## config.mk

```make
export PLATFORM = sky130hd
export DESIGN_NAME = serdes_port
export DESIGN_NICKNAME = d
export VERILOG_FILES = /design/src/rtl/serdes_pkg.sv /design/src/rtl/serdes_tx.sv /design/src/rtl/serdes_rx.sv /design/src/rtl/serdes_port.sv
export SDC_FILE = /design/constraint.sdc
export NUM_CORES = 1
export LEC_CHECK = 0
export BUFFER_PORTS_ARGS = -buffer_cell sky130_fd_sc_hd__buf_4
export CAP_MARGIN = 20
export CELL_PAD_IN_SITES_DETAIL_PLACEMENT = 1
export CELL_PAD_IN_SITES_GLOBAL_PLACEMENT = 2
export CORE_MARGIN = 4
export CORE_UTILIZATION = 32
export DETAILED_ROUTE_END_ITERATION = 8
export PLACE_DENSITY = 0.76
export SYNTH_ARGS = -nofsm -noshare
export SYNTH_HDL_FRONTEND = slang
export SYNTH_SLANG_ARGS = --single-unit
```

## constraint.sdc

```tcl
create_clock -name clk -period 3.1 [get_ports clk]
set_clock_uncertainty 0.2 [all_clocks]
set_input_delay 0.155 -clock clk [delete_from_list [all_inputs] [get_ports clk]]
set_output_delay 0.155 -clock clk [all_outputs]
set_load 0.01 [all_outputs]
```

## src/rtl/serdes_pkg.sv

```systemverilog
package serdes_pkg;

  typedef enum logic [1:0] {
    LEN8  = 2'd0,
    LEN16 = 2'd1,
    LEN32 = 2'd2
  } wlen_e;

  // number of data bits for a length code
  function automatic logic [5:0] word_bits(input logic [1:0] len);
    case (len)
      LEN8:    return 6'd8;
      LEN16:   return 6'd16;
      default: return 6'd32;
    endcase
  endfunction

  // data bits plus optional start and stop
  function automatic logic [5:0] frame_bits(input logic [1:0] len, input logic framed);
    return word_bits(len) + (framed ? 6'd2 : 6'd0);
  endfunction

  // line vector, bit 0 leaves first
  function automatic logic [33:0] frame_vec(input logic [31:0] d, input logic [5:0] n,
                                            input logic framed);
    logic [33:0] m;
    logic [33:0] v;
    m = (34'd1 << n) - 34'd1;
    v = {2'b00, d} & m;
    if (framed) v = (v << 1) | (34'd1 << (n + 6'd1));
    return v;
  endfunction

  // right-aligned shift register holds newest bit at the top
  function automatic logic [31:0] align_rx(input logic [31:0] sh, input logic [5:0] n);
    return sh >> (6'd32 - n);
  endfunction

endpackage

```

## src/rtl/serdes_tx.sv

```systemverilog
module serdes_tx
  import serdes_pkg::*;
#(
  parameter int OVS = 16
) (
  input  logic        clk,
  input  logic        rst_n,
  input  logic        tick,
  input  logic [1:0]  len,
  input  logic        framed,
  input  logic        pack_en,
  input  logic        wr_req,
  input  logic [31:0] wr_data,
  output logic        wr_take,
  output logic        hold_full_o,
  output logic [31:0] hold_q_o,
  output logic        line,
  output logic        line_en,
  output logic        busy
);
  localparam int SUBW = $clog2(OVS);

  logic [31:0]     hold_q;
  logic            hold_full;
  logic            shifting;
  logic [33:0]     sh;
  logic [5:0]      left;
  logic [SUBW-1:0] sub;
  logic [23:0]     rem_q;
  logic [1:0]      rem_n;

  logic bit_end, seg_done, more, start_word, pack_on;

  assign wr_take    = wr_req & ~hold_full;
  assign bit_end    = shifting & tick & (sub == SUBW'(OVS - 1));
  assign seg_done   = bit_end & (left == 6'd1);
  assign more       = (rem_n != 2'd0) & (rem_q[7:0] != 8'h00);
  assign start_word = ~shifting & hold_full;
  assign pack_on    = pack_en & (len == LEN8);

  always_ff @(posedge clk) begin
    if (!rst_n) begin
      hold_q    <= '0;
      hold_full <= 1'b0;
      shifting  <= 1'b0;
      sh        <= '0;
      left      <= '0;
      sub       <= '0;
      rem_q     <= '0;
      rem_n     <= '0;
    end else begin
      if (wr_take) begin
        hold_q    <= wr_data;
        hold_full <= 1'b1;
      end else if (start_word) begin
        hold_full <= 1'b0;
      end

      if (start_word) begin
        shifting <= 1'b1;
        sh       <= frame_vec(hold_q, word_bits(len), framed);
        left     <= frame_bits(len, framed);
        sub      <= '0;
        rem_q    <= hold_q[31:8];
        rem_n    <= pack_on ? 2'd3 : 2'd0;
      end else if (seg_done) begin
        if (more) begin
          sh    <= frame_vec({24'd0, rem_q[7:0]}, 6'd8, framed);
          left  <= frame_bits(LEN8, framed);
          rem_q <= rem_q >> 8;
          rem_n <= rem_n - 2'd1;
          sub   <= '0;
        end else begin
          shifting <= 1'b0;
        end
      end else if (bit_end) begin
        sh   <= sh >> 1;
        left <= left - 6'd1;
        sub  <= '0;
      end else if (shifting & tick) begin
        sub <= sub + SUBW'(1);
      end
    end
  end

  assign line        = shifting ? sh[0] : 1'b1;
  assign line_en     = shifting;
  assign busy        = hold_full | shifting;
  assign hold_full_o = hold_full;
  assign hold_q_o    = hold_q;
endmodule

```

## src/rtl/serdes_rx.sv

```systemverilog
module serdes_rx
  import serdes_pkg::*;
#(
  parameter int OVS = 16
) (
  input  logic        clk,
  input  logic        rst_n,
  input  logic        tick,
  input  logic [1:0]  len,
  input  logic        framed,
  input  logic        line_in,
  input  logic        en_in,
  output logic        done,
  output logic [31:0] word,
  output logic        stop_bad
);
  localparam int SUBW = $clog2(OVS);

  logic            active;
  logic [5:0]      idx;
  logic [SUBW-1:0] sub;
  logic [31:0]     sh;
  logic            line_q, en_q;

  logic [5:0] nbits, last_idx;
  logic       start_ev, samp, abort;

  assign nbits    = word_bits(len);
  assign last_idx = framed ? nbits + 6'd1 : nbits - 6'd1;
  assign start_ev = ~active & (framed ? (line_q & ~line_in) : (~en_q & en_in));
  assign samp     = active & tick & (sub == SUBW'(OVS - 1));
  assign abort    = active & ~framed & ~en_in;

  always_ff @(posedge clk) begin
    if (!rst_n) begin
      active <= 1'b0;
      idx    <= '0;
      sub    <= '0;
      sh     <= '0;
      line_q <= 1'b1;
      en_q   <= 1'b0;
    end else begin
      line_q <= line_in;
      en_q   <= en_in;
      if (start_ev) begin
        active <= 1'b1;
        idx    <= '0;
        sub    <= SUBW'(OVS / 2);
      end else if (abort) begin
        active <= 1'b0;
      end else if (samp) begin
        sub <= '0;
        if (framed && idx == 6'd0) begin
          if (line_in) active <= 1'b0;
          else         idx    <= 6'd1;
        end else if (framed && idx == last_idx) begin
          active <= 1'b0;
        end else begin
          sh  <= {line_in, sh[31:1]};
          idx <= (!framed && idx == last_idx) ? 6'd0 : idx + 6'd1;
        end
      end else if (active & tick) begin
        sub <= sub + SUBW'(1);
      end
    end
  end

  assign done     = samp & ~abort & (idx == last_idx);
  assign word     = framed ? align_rx(sh, nbits) : align_rx({line_in, sh[31:1]}, nbits);
  assign stop_bad = framed & ~line_in;
endmodule

```

## src/rtl/serdes_port.sv

```systemverilog
module serdes_port
  import serdes_pkg::*;
#(
  parameter int OVS = 16
) (
  input  logic        clk,
  input  logic        rst_n,
  input  logic        tx_tick,
  input  logic        rx_tick,
  input  logic [1:0]  cfg_len,
  input  logic        cfg_frame,
  input  logic        cfg_pack,
  input  logic        tx_req,
  input  logic        tx_nb,
  input  logic [31:0] tx_data,
  output logic        tx_ack,
  output logic        tx_busy_flag,
  input  logic        rx_req,
  input  logic        rx_nb,
  output logic        rx_ack,
  output logic        rx_empty_flag,
  output logic [31:0] rx_data,
  output logic        ser_out,
  output logic        ser_oe,
  input  logic        ser_in,
  input  logic        ser_en_in,
  output logic        st_tx_busy,
  output logic        st_rx_avail,
  output logic        st_overrun,
  output logic        st_frame_err
);
  // internal events brought out for the checker
  logic        tx_take;
  logic        tx_hold_full;
  logic [31:0] tx_hold_q;
  logic        rx_word_done;
  logic [31:0] rx_word;
  logic        rx_stop_bad;
  logic        rd_take;

  logic [31:0] rxd_q;
  logic        avail_q, ovr_q, ferr_q;

  serdes_tx #(.OVS(OVS)) i_tx (
    .clk(clk), .rst_n(rst_n), .tick(tx_tick), .len(cfg_len), .framed(cfg_frame),
    .pack_en(cfg_pack), .wr_req(tx_req), .wr_data(tx_data), .wr_take(tx_take),
    .hold_full_o(tx_hold_full), .hold_q_o(tx_hold_q), .line(ser_out),
    .line_en(ser_oe), .busy(st_tx_busy)
  );

  serdes_rx #(.OVS(OVS)) i_rx (
    .clk(clk), .rst_n(rst_n), .tick(rx_tick), .len(cfg_len), .framed(cfg_frame),
    .line_in(ser_in), .en_in(ser_en_in), .done(rx_word_done), .word(rx_word),
    .stop_bad(rx_stop_bad)
  );

  assign rd_take = rx_req & avail_q;

  always_ff @(posedge clk) begin
    if (!rst_n) begin
      rxd_q   <= '0;
      avail_q <= 1'b0;
      ovr_q   <= 1'b0;
      ferr_q  <= 1'b0;
    end else if (rx_word_done) begin
      rxd_q   <= rx_word;
      avail_q <= 1'b1;
      ovr_q   <= avail_q & ~rd_take;
      ferr_q  <= rx_stop_bad | (ferr_q & ~rd_take);
    end else if (rd_take) begin
      avail_q <= 1'b0;
      ovr_q   <= 1'b0;
      ferr_q  <= 1'b0;
    end
  end

  assign tx_ack        = tx_take | (tx_req & tx_nb);
  assign tx_busy_flag  = tx_req & tx_nb & tx_hold_full;
  assign rx_ack        = rd_take | (rx_req & rx_nb);
  assign rx_empty_flag = rx_req & rx_nb & ~avail_q;
  assign rx_data       = rxd_q;
  assign st_rx_avail   = avail_q;
  assign st_overrun    = ovr_q;
  assign st_frame_err  = ferr_q;
endmodule

```

# Word-level counts from Yosys, hierarchy flattened
# Index checks and enable logic that the tools add are counted.
dict set report op_classes {
  n_addsub 12
  n_eq_ne 12
  shifts 4
  n_mux 56
  n_bitwise 44
  n_reduce_logical 29
}
# op count
set ops {}
lappend ops {{$mux 34} 5}
lappend ops {{$mux 6} 15}
lappend ops {{$mux 24} 3}
lappend ops {{$shl 1x6->34 const A} 2}
lappend ops {{$shr 32x6->32} 2}
lappend ops {{$and 32x34->34} 1}
lappend ops {{$or 34x34->34} 1}
lappend ops {{$sub 34x1->34 const B} 1}
lappend ops {{$mux 32} 1}
lappend ops {{$mux 4} 8}
lappend ops {{$and 1x1->1} 24}
lappend ops {{$add 6x1->6 const B} 3}
lappend ops {{$mux 1} 17}
lappend ops {{$not 1->1} 14}
lappend ops {{$add 6x6->6} 2}
lappend ops {{$pmux 6 s2} 1}
lappend ops {{$reduce_and 2->1} 6}
lappend ops {{$reduce_bool 2->1} 6}
lappend ops {{$reduce_bool 3->1} 4}
lappend ops {{$sub 6x1->6 const B} 2}
lappend ops {{$mux 10} 1}
lappend ops {{$mux 2} 5}
lappend ops {{$add 4x1->4 const B} 2}
lappend ops {{$eq 4x4->1 const B} 2}
lappend ops {{20 further kinds} 29}
dict set report totals {
  regBits 184
  inputBits 46
  word_cells 176
}

# Longest topological paths before layout
# Gate-level depths: netlist of run 1.
dict set report depth {
  depth_word 11
  ltp_mapped 12
}

# Hierarchy
# From an unflattened synthesis of run 1, not the netlist that was laid out.
dict set report hier_totals {
  cells_unflattened 1050
  hier_area_um2 9058.7
}
# module n_inst cells_each area_each_um2 seq_area_each_um2
set modules_own_cells {}
lappend modules_own_cells {serdes_tx 1 609 4852.2 2082.0}
lappend modules_own_cells {serdes_rx 1 323 2830.2 900.9}
lappend modules_own_cells {serdes_port 1 118 1376.3 700.7}

# Worst setup path after synthesis of run 1
# OpenSTA, ideal clock, no wires.
dict set report synth_timing {
  path_type {input-to-reg}
  start {input port cfg_len[0]}
  end {register rxd_q[6], in the netlist rx_data[6]}
  setup_ns 0.115
  t_arrival_ns 2.689
  t_required_ns 2.785
  path_slack_ns 0.096
  stages 11
  path_cell_list {or2_2 > buf_2 > clkbuf_1 > ha_1 > clkbuf_1 > o21bai_1 > o221a_2 > a2111oi_4 > buf_6 > a21boi_1 > o21a_1}
}
dict set report synth_between {
  elab_chain_cells 6
}
# item line_no
set synth_rtl {}
lappend synth_rtl {{start, declared} serdes_port.sv:10} ;# input logic [1:0] cfg_len,
lappend synth_rtl {{$eq 2x1->1 / $logic_not 2->1 (equally long branches)} serdes_pkg.sv:11} ;# case (len)
lappend synth_rtl {{$pmux 6 s2 *} serdes_pkg.sv:11}
lappend synth_rtl {{branches (longest 4 deep; another with $sub 6x6->6)} n/a}
lappend synth_rtl {{end signal, assigned} serdes_port.sv:66} ;# rxd_q <= rx_word;
lappend synth_rtl {{end, declared} serdes_port.sv:41} ;# logic [31:0] rxd_q;
# Mark *: on every way between the ends.
# A chain may end at the register's enable or synchronous reset.

# Worst setup path in the final report of run 1
dict set report layout_timing {
  start {register i_rx.idx[4]}
  end {register ferr_q, in the netlist st_frame_err}
}
dict set report layout_between {
  elab_chain_cells 3
}
# item line_no
set layout_rtl {}
lappend layout_rtl {{start, declared} serdes_rx.sv:20} ;# logic [5:0] idx;
lappend layout_rtl {{start signal, assigned} serdes_rx.sv:60} ;# idx <= (!framed && idx == last_idx) ? 6'd0 : idx + 6'd1;
lappend layout_rtl {{$eq 6x6->1 *} serdes_rx.sv:68} ;# assign done = samp & ~abort & (idx == last_idx);
lappend layout_rtl {{$and 1x1->1 *} serdes_rx.sv:68}
lappend layout_rtl {{$mux 1 / $reduce_bool 2->1 (equally long branches)} n/a}
lappend layout_rtl {{end signal, assigned} serdes_port.sv:69} ;# ferr_q <= rx_stop_bad | (ferr_q & ~rd_take);
lappend layout_rtl {{end, declared} serdes_port.sv:42} ;# logic avail_q, ovr_q, ferr_q;
# Mark *: on every way between the ends. The rest lies on a longest branch, timed or not.

==> metrics.yaml, run 1 <==
status: "finished clean"
critPathMaxFanout: 35
cts-htree-levels: 4
crit_required_ns: 3.28
initial_core_util: 0.328
firstDrtPassIters: 6
grt_max_degree: 89
setup_viol: 0
num_antenna_cells: 0
max_slew_margin: 0.498
tightest_slew_ns: 0.750
finalNonFillerCells: 1585
ys.flop_type: "dfxtp_1"
ir_drop_mv: 0.281
max_stage_delay_ns: 0.55
nets: 1251
via_count: 8597
fin_crit_sh: 0.915
route.detailed.drc: 0
routedWlPerCell_um: 18.8
power_density_nw_per_um2: 485
crit_chain: "or3b_2, o221a_2, a2111oi_4, buf_12, nand4_1, a21oi_1, dlygate4sd3_1"
drv_slew: 0
synth.area.top_cells: "dfxtp_1 40%, mux2i_1 7.8%, nand2_1 6.2%"
gp_congestion: 0.784
grtUsageTotal: 0.189
fp.dieW_um: 178
drive_gt1_frac: 0.174
cts_root_buffer: "clkbuf_16"
clkTransAtPathRegs_ns: 0.07
post_dp_cell_area_um2: 10300
crit_family: "buffers and inverters"
synth_cell_types: 68
final_cell_area_um2: 11300
gr-total-overflow: 0
core_area_um2: 28100
synthCells: 1106
synth_seq_cells: 184
crit_type: "flip-flop to flip-flop"
crit_path_end_kind: "flip-flop"
drt_iter0_drc: 591
fin_util: 0.404
syn2layout_area_growth_pct: 23.1
syn_area_um2: 9220
wl_um: 29800
io_pins: 88
die_area_um2: 31600
clkSinkCount: 184
hold_viol: 0
viasPerCell: 5.42
fp.dieH_um: 178
post-dp-hpwl_um: 20000
cts_buffers: 17
async_reset_ff_frac: 0
antenna_found_initial: 0
setup.worst_path.start_class: "flip-flop"
dp.cells: 1508
port-buffer-count: 87
setup_tns_ns: 0
path_buf_inv: 2
dpl_worst_slack_ns: 0.245
clk_path_buf_depth: 2
synth_fp_nets: 1162
syn_area_per_cell_um2: 8.33
rsz0062_at_grt: "false"
synth-warning-count: 0
grt_pass1_wl_um: 47800
grt_pass1_vias: 8444
holdCritPathClass: "primary input to flip-flop"
period_needed_ns: 2.84
synth_edf_count: 0
clock.fmax_ghz: 0.352
synth_top_cell_area_share: 0.400
leakagePower_nw: 4.41
yosysSeqAreaShare: 0.400
synth_area_leader_cell: "dfxtp_1"
slowest_stage: "dlygate4sd3_1"
cp.arrival_ns: 3.02
cts_tree: "built"
maxCapViolCount: 0
layout_setup_ws_ns: 0.263
cts_setup_buffers: 0
rows: 61
clk_latency_ns: 0.44
antenna_left: 0
## cell families (layout without fill, tap and decap cells)
logic type      after synthesis  after routing  synth area share
flops                       184            184             0.400
mux                         114            114             0.130
simple gates                414            414             0.208
fa+ha+maj                    10             10            0.0136
compound gates              269            269             0.192
xor+xnor                      5              5           0.00475
buf+inv                     110            211            0.0531
## power by group
group | internal, mW | switching, mW
Combinational | 0.257 | 0.353
Sequential | 2.44 | 0.0740
Clock | 1.32 | 1.05
## worst reg2reg max path: cells and delay by family, from the launching register on
family,cells,cell delay [ns]
AO/OA/AOI/OAI,3,0.71
buffers and inverters,2,0.79
flip-flops,1,0.47
AND/OR/NAND/NOR,2,0.61
## metal layers
| layer | track usage | up-vias | routed length [um] | part of all wire |
|---|---|---|---|---|
| li1 | - | 4181 | - | - |
| met4 | 0.0487 | 0 | 390 | 0.013 |
| met5 | 0 | - | 0 | 0 |
| met3 | 0.0296 | 26 | 1040 | 0.035 |
| met2 | 0.291 | 149 | 13300 | 0.45 |
| met1 | 0.276 | 4241 | 15100 | 0.51 |
## synth_stat cells, types with 18 or more instances
library cell / count
mux2i_1: 72
clkbuf_1: 63
nand2_1: 151
o21ai_0: 31
nor2_1: 80
o211ai_1: 19
dfxtp_1: 184
a311oi_1: 18
mux2_2: 42
nor3_1: 66
a21oi_1: 107
buf_2: 19
nand3_1: 50
## sequential cells by signal (all words and copies together) (netlist names)
register and count:
i_rx.idx 6, rx_data 32, i_tx.left 6, i_rx.sh 32, st_frame_err 1, i_rx.sub 4
st_overrun 1, st_rx_avail 1, i_rx.active 1, i_rx.en_q 1, i_tx.hold_q_o 32, i_rx.line_q 1
i_tx.sub 4, i_tx.sh 34, i_tx.rem_q 24, i_tx.line_en 1, i_tx.hold_full_o 1, i_tx.rem_n 2
## cells in the final DEF (no fill, tap or decap), types with 17 or more instances in the layout
cell	netlist	final
dfxtp_1	184	184
nand2_1	151	151
buf_4	2	113
a21oi_1	107	106
nor2_1	80	79
mux2i_1	72	72
nor3_1	66	66
nand3_1	50	50
dlygate4sd3_1	0	46
mux2_2	42	42
o21ai_0	31	31
o211ai_1	19	19
a311oi_1	18	18
clkbuf_16	0	17
## final cells by class
| cell class | instances | area, um^2 |
|---|---|---|
| inverters | 15 | 58.8 |
| well taps | 378 | 473 |
| flip-flops and latches | 184 | 3680 |
| multi-input cells | 812 | 5080 |
| fillers | 3407 | 16700 |
| clock inverters | 13 | 183 |
| clock buffers | 18 | 439 |
| repair buffers | 165 | 1420 |
## stage by stage
step / hold WS, ns / power (mW)
3_5_place_dp: 0.194 / 3.13
3_3_place_gp: 0.191 / 3.12
2_1_floorplan: 0.0590 / 2.91
4_1_cts: 0.00286 / 5.55
5_1_grt: 0.0427 / 5.71
6_report: 0.0146 / 5.50
## final timing paths
kind	startpoint	end	slack, ns	cells past startpoint
setup reg to reg	i_rx.idx[4]	st_frame_err	0.26	7
hold reg to reg	i_tx.rem_q[23]	i_tx.rem_q[23]	0.27	2
hold / removal	tx_req	i_tx.hold_q_o[1]	0.01	4
setup / recovery	i_rx.idx[4]	st_frame_err	0.26	7
## timing repair
action,in CTS,in global routing
resized for setup,0,0
hold endpoints to repair,55,0
hold buffers,46,0
No activity file was read; power rests on OpenSTA's default activity.
==> run 2: changes to the inputs <==
--- a/config.mk
+++ b/config.mk
@@ -11,7 +11,9 @@
 export CELL_PAD_IN_SITES_GLOBAL_PLACEMENT = 2
 export CORE_MARGIN = 4
 export CORE_UTILIZATION = 32
+export CTS_CLUSTER_SIZE = 28
 export DETAILED_ROUTE_END_ITERATION = 8
+export HOLD_SLACK_MARGIN = 0.08
 export PLACE_DENSITY = 0.76
 export SYNTH_ARGS = -nofsm -noshare
 export SYNTH_HDL_FRONTEND = slang
==> metrics.yaml, run 2 (same netlist as run 1, synthesis figures left out) <==
num_antenna_cells: 0  # unchanged
viasPerCell: 5.44  # was 5.42
period_needed_ns: 2.85  # was 2.84 ns
initial_core_util: 0.328  # unchanged
route.detailed.drc: 0  # unchanged
fin_crit_sh: 0.918  # was 0.915
hold_viol: 0  # unchanged
cts-htree-levels: 4  # unchanged
cts_tree: "built"  # unchanged
routedWlPerCell_um: 18.8  # about the same
io_pins: 88  # unchanged
grt_pass1_wl_um: 48000  # was 47,800 um
holdCritPathClass: "primary input to flip-flop"  # unchanged
crit_type: "flip-flop to flip-flop"  # unchanged
leakagePower_nw: 4.42  # was 4.41 nW
clkSinkCount: 184  # unchanged
slowest_stage: "dlygate4sd3_1"  # unchanged
drive_gt1_frac: 0.174  # about the same
clkTransAtPathRegs_ns: 0.07  # about the same
setup.worst_path.start_class: "flip-flop"  # unchanged
largest_register_ffs: 34  # unchanged
max_slew_margin: 0.486  # was 0.498
ctsResizeCount: 0  # unchanged
grt_pass1_vias: 8484  # was 8,444
die_area_um2: 31600  # unchanged
cts_setup_buffers: 0  # unchanged
critPathMaxFanout: 35  # unchanged
via_count: 8632  # was 8,597
reg2reg_depth: 7  # unchanged
crit_chain: "or3b_2, o221a_2, a2111oi_4, buf_12, nand4_1, a21oi_1, dlygate4sd3_1"  # unchanged
fp.dieH_um: 178  # unchanged
post_dp_cell_area_um2: 10300  # unchanged
wl_um: 29800  # about the same
gr-total-overflow: 0  # unchanged
crit_required_ns: 3.28  # about the same
grt_max_degree: 89  # unchanged
fp.dieW_um: 178  # unchanged
tightest_slew_ns: 0.772  # was 0.750 ns
setup_viol: 0  # unchanged
ir_drop_mv: 0.282  # was 0.281 mV
grtUsageTotal: 0.190  # was 0.189
crit_family: "buffers and inverters"  # unchanged
regMostFlops: "i_tx.sh"  # unchanged
antenna_left: 0  # unchanged
drv_slew: 0  # unchanged
crit_path_end_kind: "flip-flop"  # unchanged
power_density_nw_per_um2: 483  # was 485 nW/um^2
clk_latency_ns: 0.44  # about the same
drt_iter0_drc: 581  # was 591
rsz0062_at_grt: "false"  # unchanged
nets: 1254  # was 1,251
clock.fmax_ghz: 0.351  # was 0.352 GHz
post-dp-hpwl_um: 20000  # unchanged
path_depth: 7  # unchanged
rows: 61  # unchanged
cts_root_buffer: "clkbuf_16"  # unchanged
holdBufCountCts: 49  # was 46
cts_buffers: 17  # unchanged
maxCapViolCount: 0  # unchanged
antenna_found_initial: 0  # unchanged
most-common-layout-cells: "184 x dfxtp_1, 151 x nand2_1, 113 x buf_4"  # unchanged
core_area_um2: 28100  # unchanged
clk_path_buf_depth: 2  # unchanged
status: "finished clean"  # unchanged
firstDrtPassIters: 7  # was 6
path_buf_inv: 2  # unchanged
max_stage_delay_ns: 0.55  # about the same
final_common_cell: "dfxtp_1"  # unchanged
syn2layout_area_growth_pct: 23.4  # was 23.1%
hold_depth: 5  # was 4
gp_congestion: 0.784  # unchanged
final_cell_area_um2: 11400  # was 11,300 um^2
setup_tns_ns: 0  # unchanged
port-buffer-count: 87  # unchanged
cp.arrival_ns: 3.03  # was 3.02 ns
==> run 2: worst min-delay path: stages <==
cell and delay (ns):
buf_4 0.09, nand2b_1 0.05, buf_4 0.23, nand2_1 0.11, a21oi_1 0.05
==> run 2: power by group <==
group | leakage, nW | switching (mW) | internal (mW) | total (mW)
registers | 1.50 | 0.0743 | 2.44 | 2.52
logic | 2.63 | 0.354 | 0.260 | 0.614
clock network | 0.300 | 1.05 | 1.32 | 2.37
total | 4.42 | 1.48 | 4.02 | 5.49
==> run 2: worst paths after layout <==
check | slack (ns) | endpoint | from
max reg2reg | 0.25 | st_frame_err | i_rx.idx[4]
min | 0.10 | i_tx.hold_q_o[4] | tx_req
max | 0.25 | st_frame_err | i_rx.idx[4]
min reg2reg | 0.27 | i_tx.rem_q[23] | i_tx.rem_q[23]
==> run 2: metrics by stage <==
step / std cells / worst slack (ns) / util / power (mW) / hold slack (ns)
6_report: 1588 / 0.255 / 0.405 / 5.49 / 0.102
2_1_floorplan: 1106 / 0.0961 / - / 2.91 / 0.0590
3_3_place_gp: 1507 / 0.292 / 0.365 / 3.12 / 0.191
5_1_grt: 1588 / 0.0770 / 0.405 / 5.71 / 0.137
4_1_cts: 1588 / 0.237 / 0.405 / 5.55 / 0.0917
3_5_place_dp: 1508 / 0.245 / 0.365 / 3.13 / 0.194
==> run 2: routing by layer <==
metal / part of all wire / track usage
met5: 0 / 0
met4: 0.015 / 0.0487
met3: 0.038 / 0.0294
met2: 0.45 / 0.293
met1: 0.50 / 0.277
==> run 2: final cells by class <==
class                           count  area, um^2
Clock buffer                       18         439
Inverter                           15        58.8
Fill cell                        3413       16700
Timing Repair Buffer              168        1450
Tap cell                          378         473
Clock inverter                     13         183
Multi-Input combinational cell    812        5080
Sequential cell                   184        3680
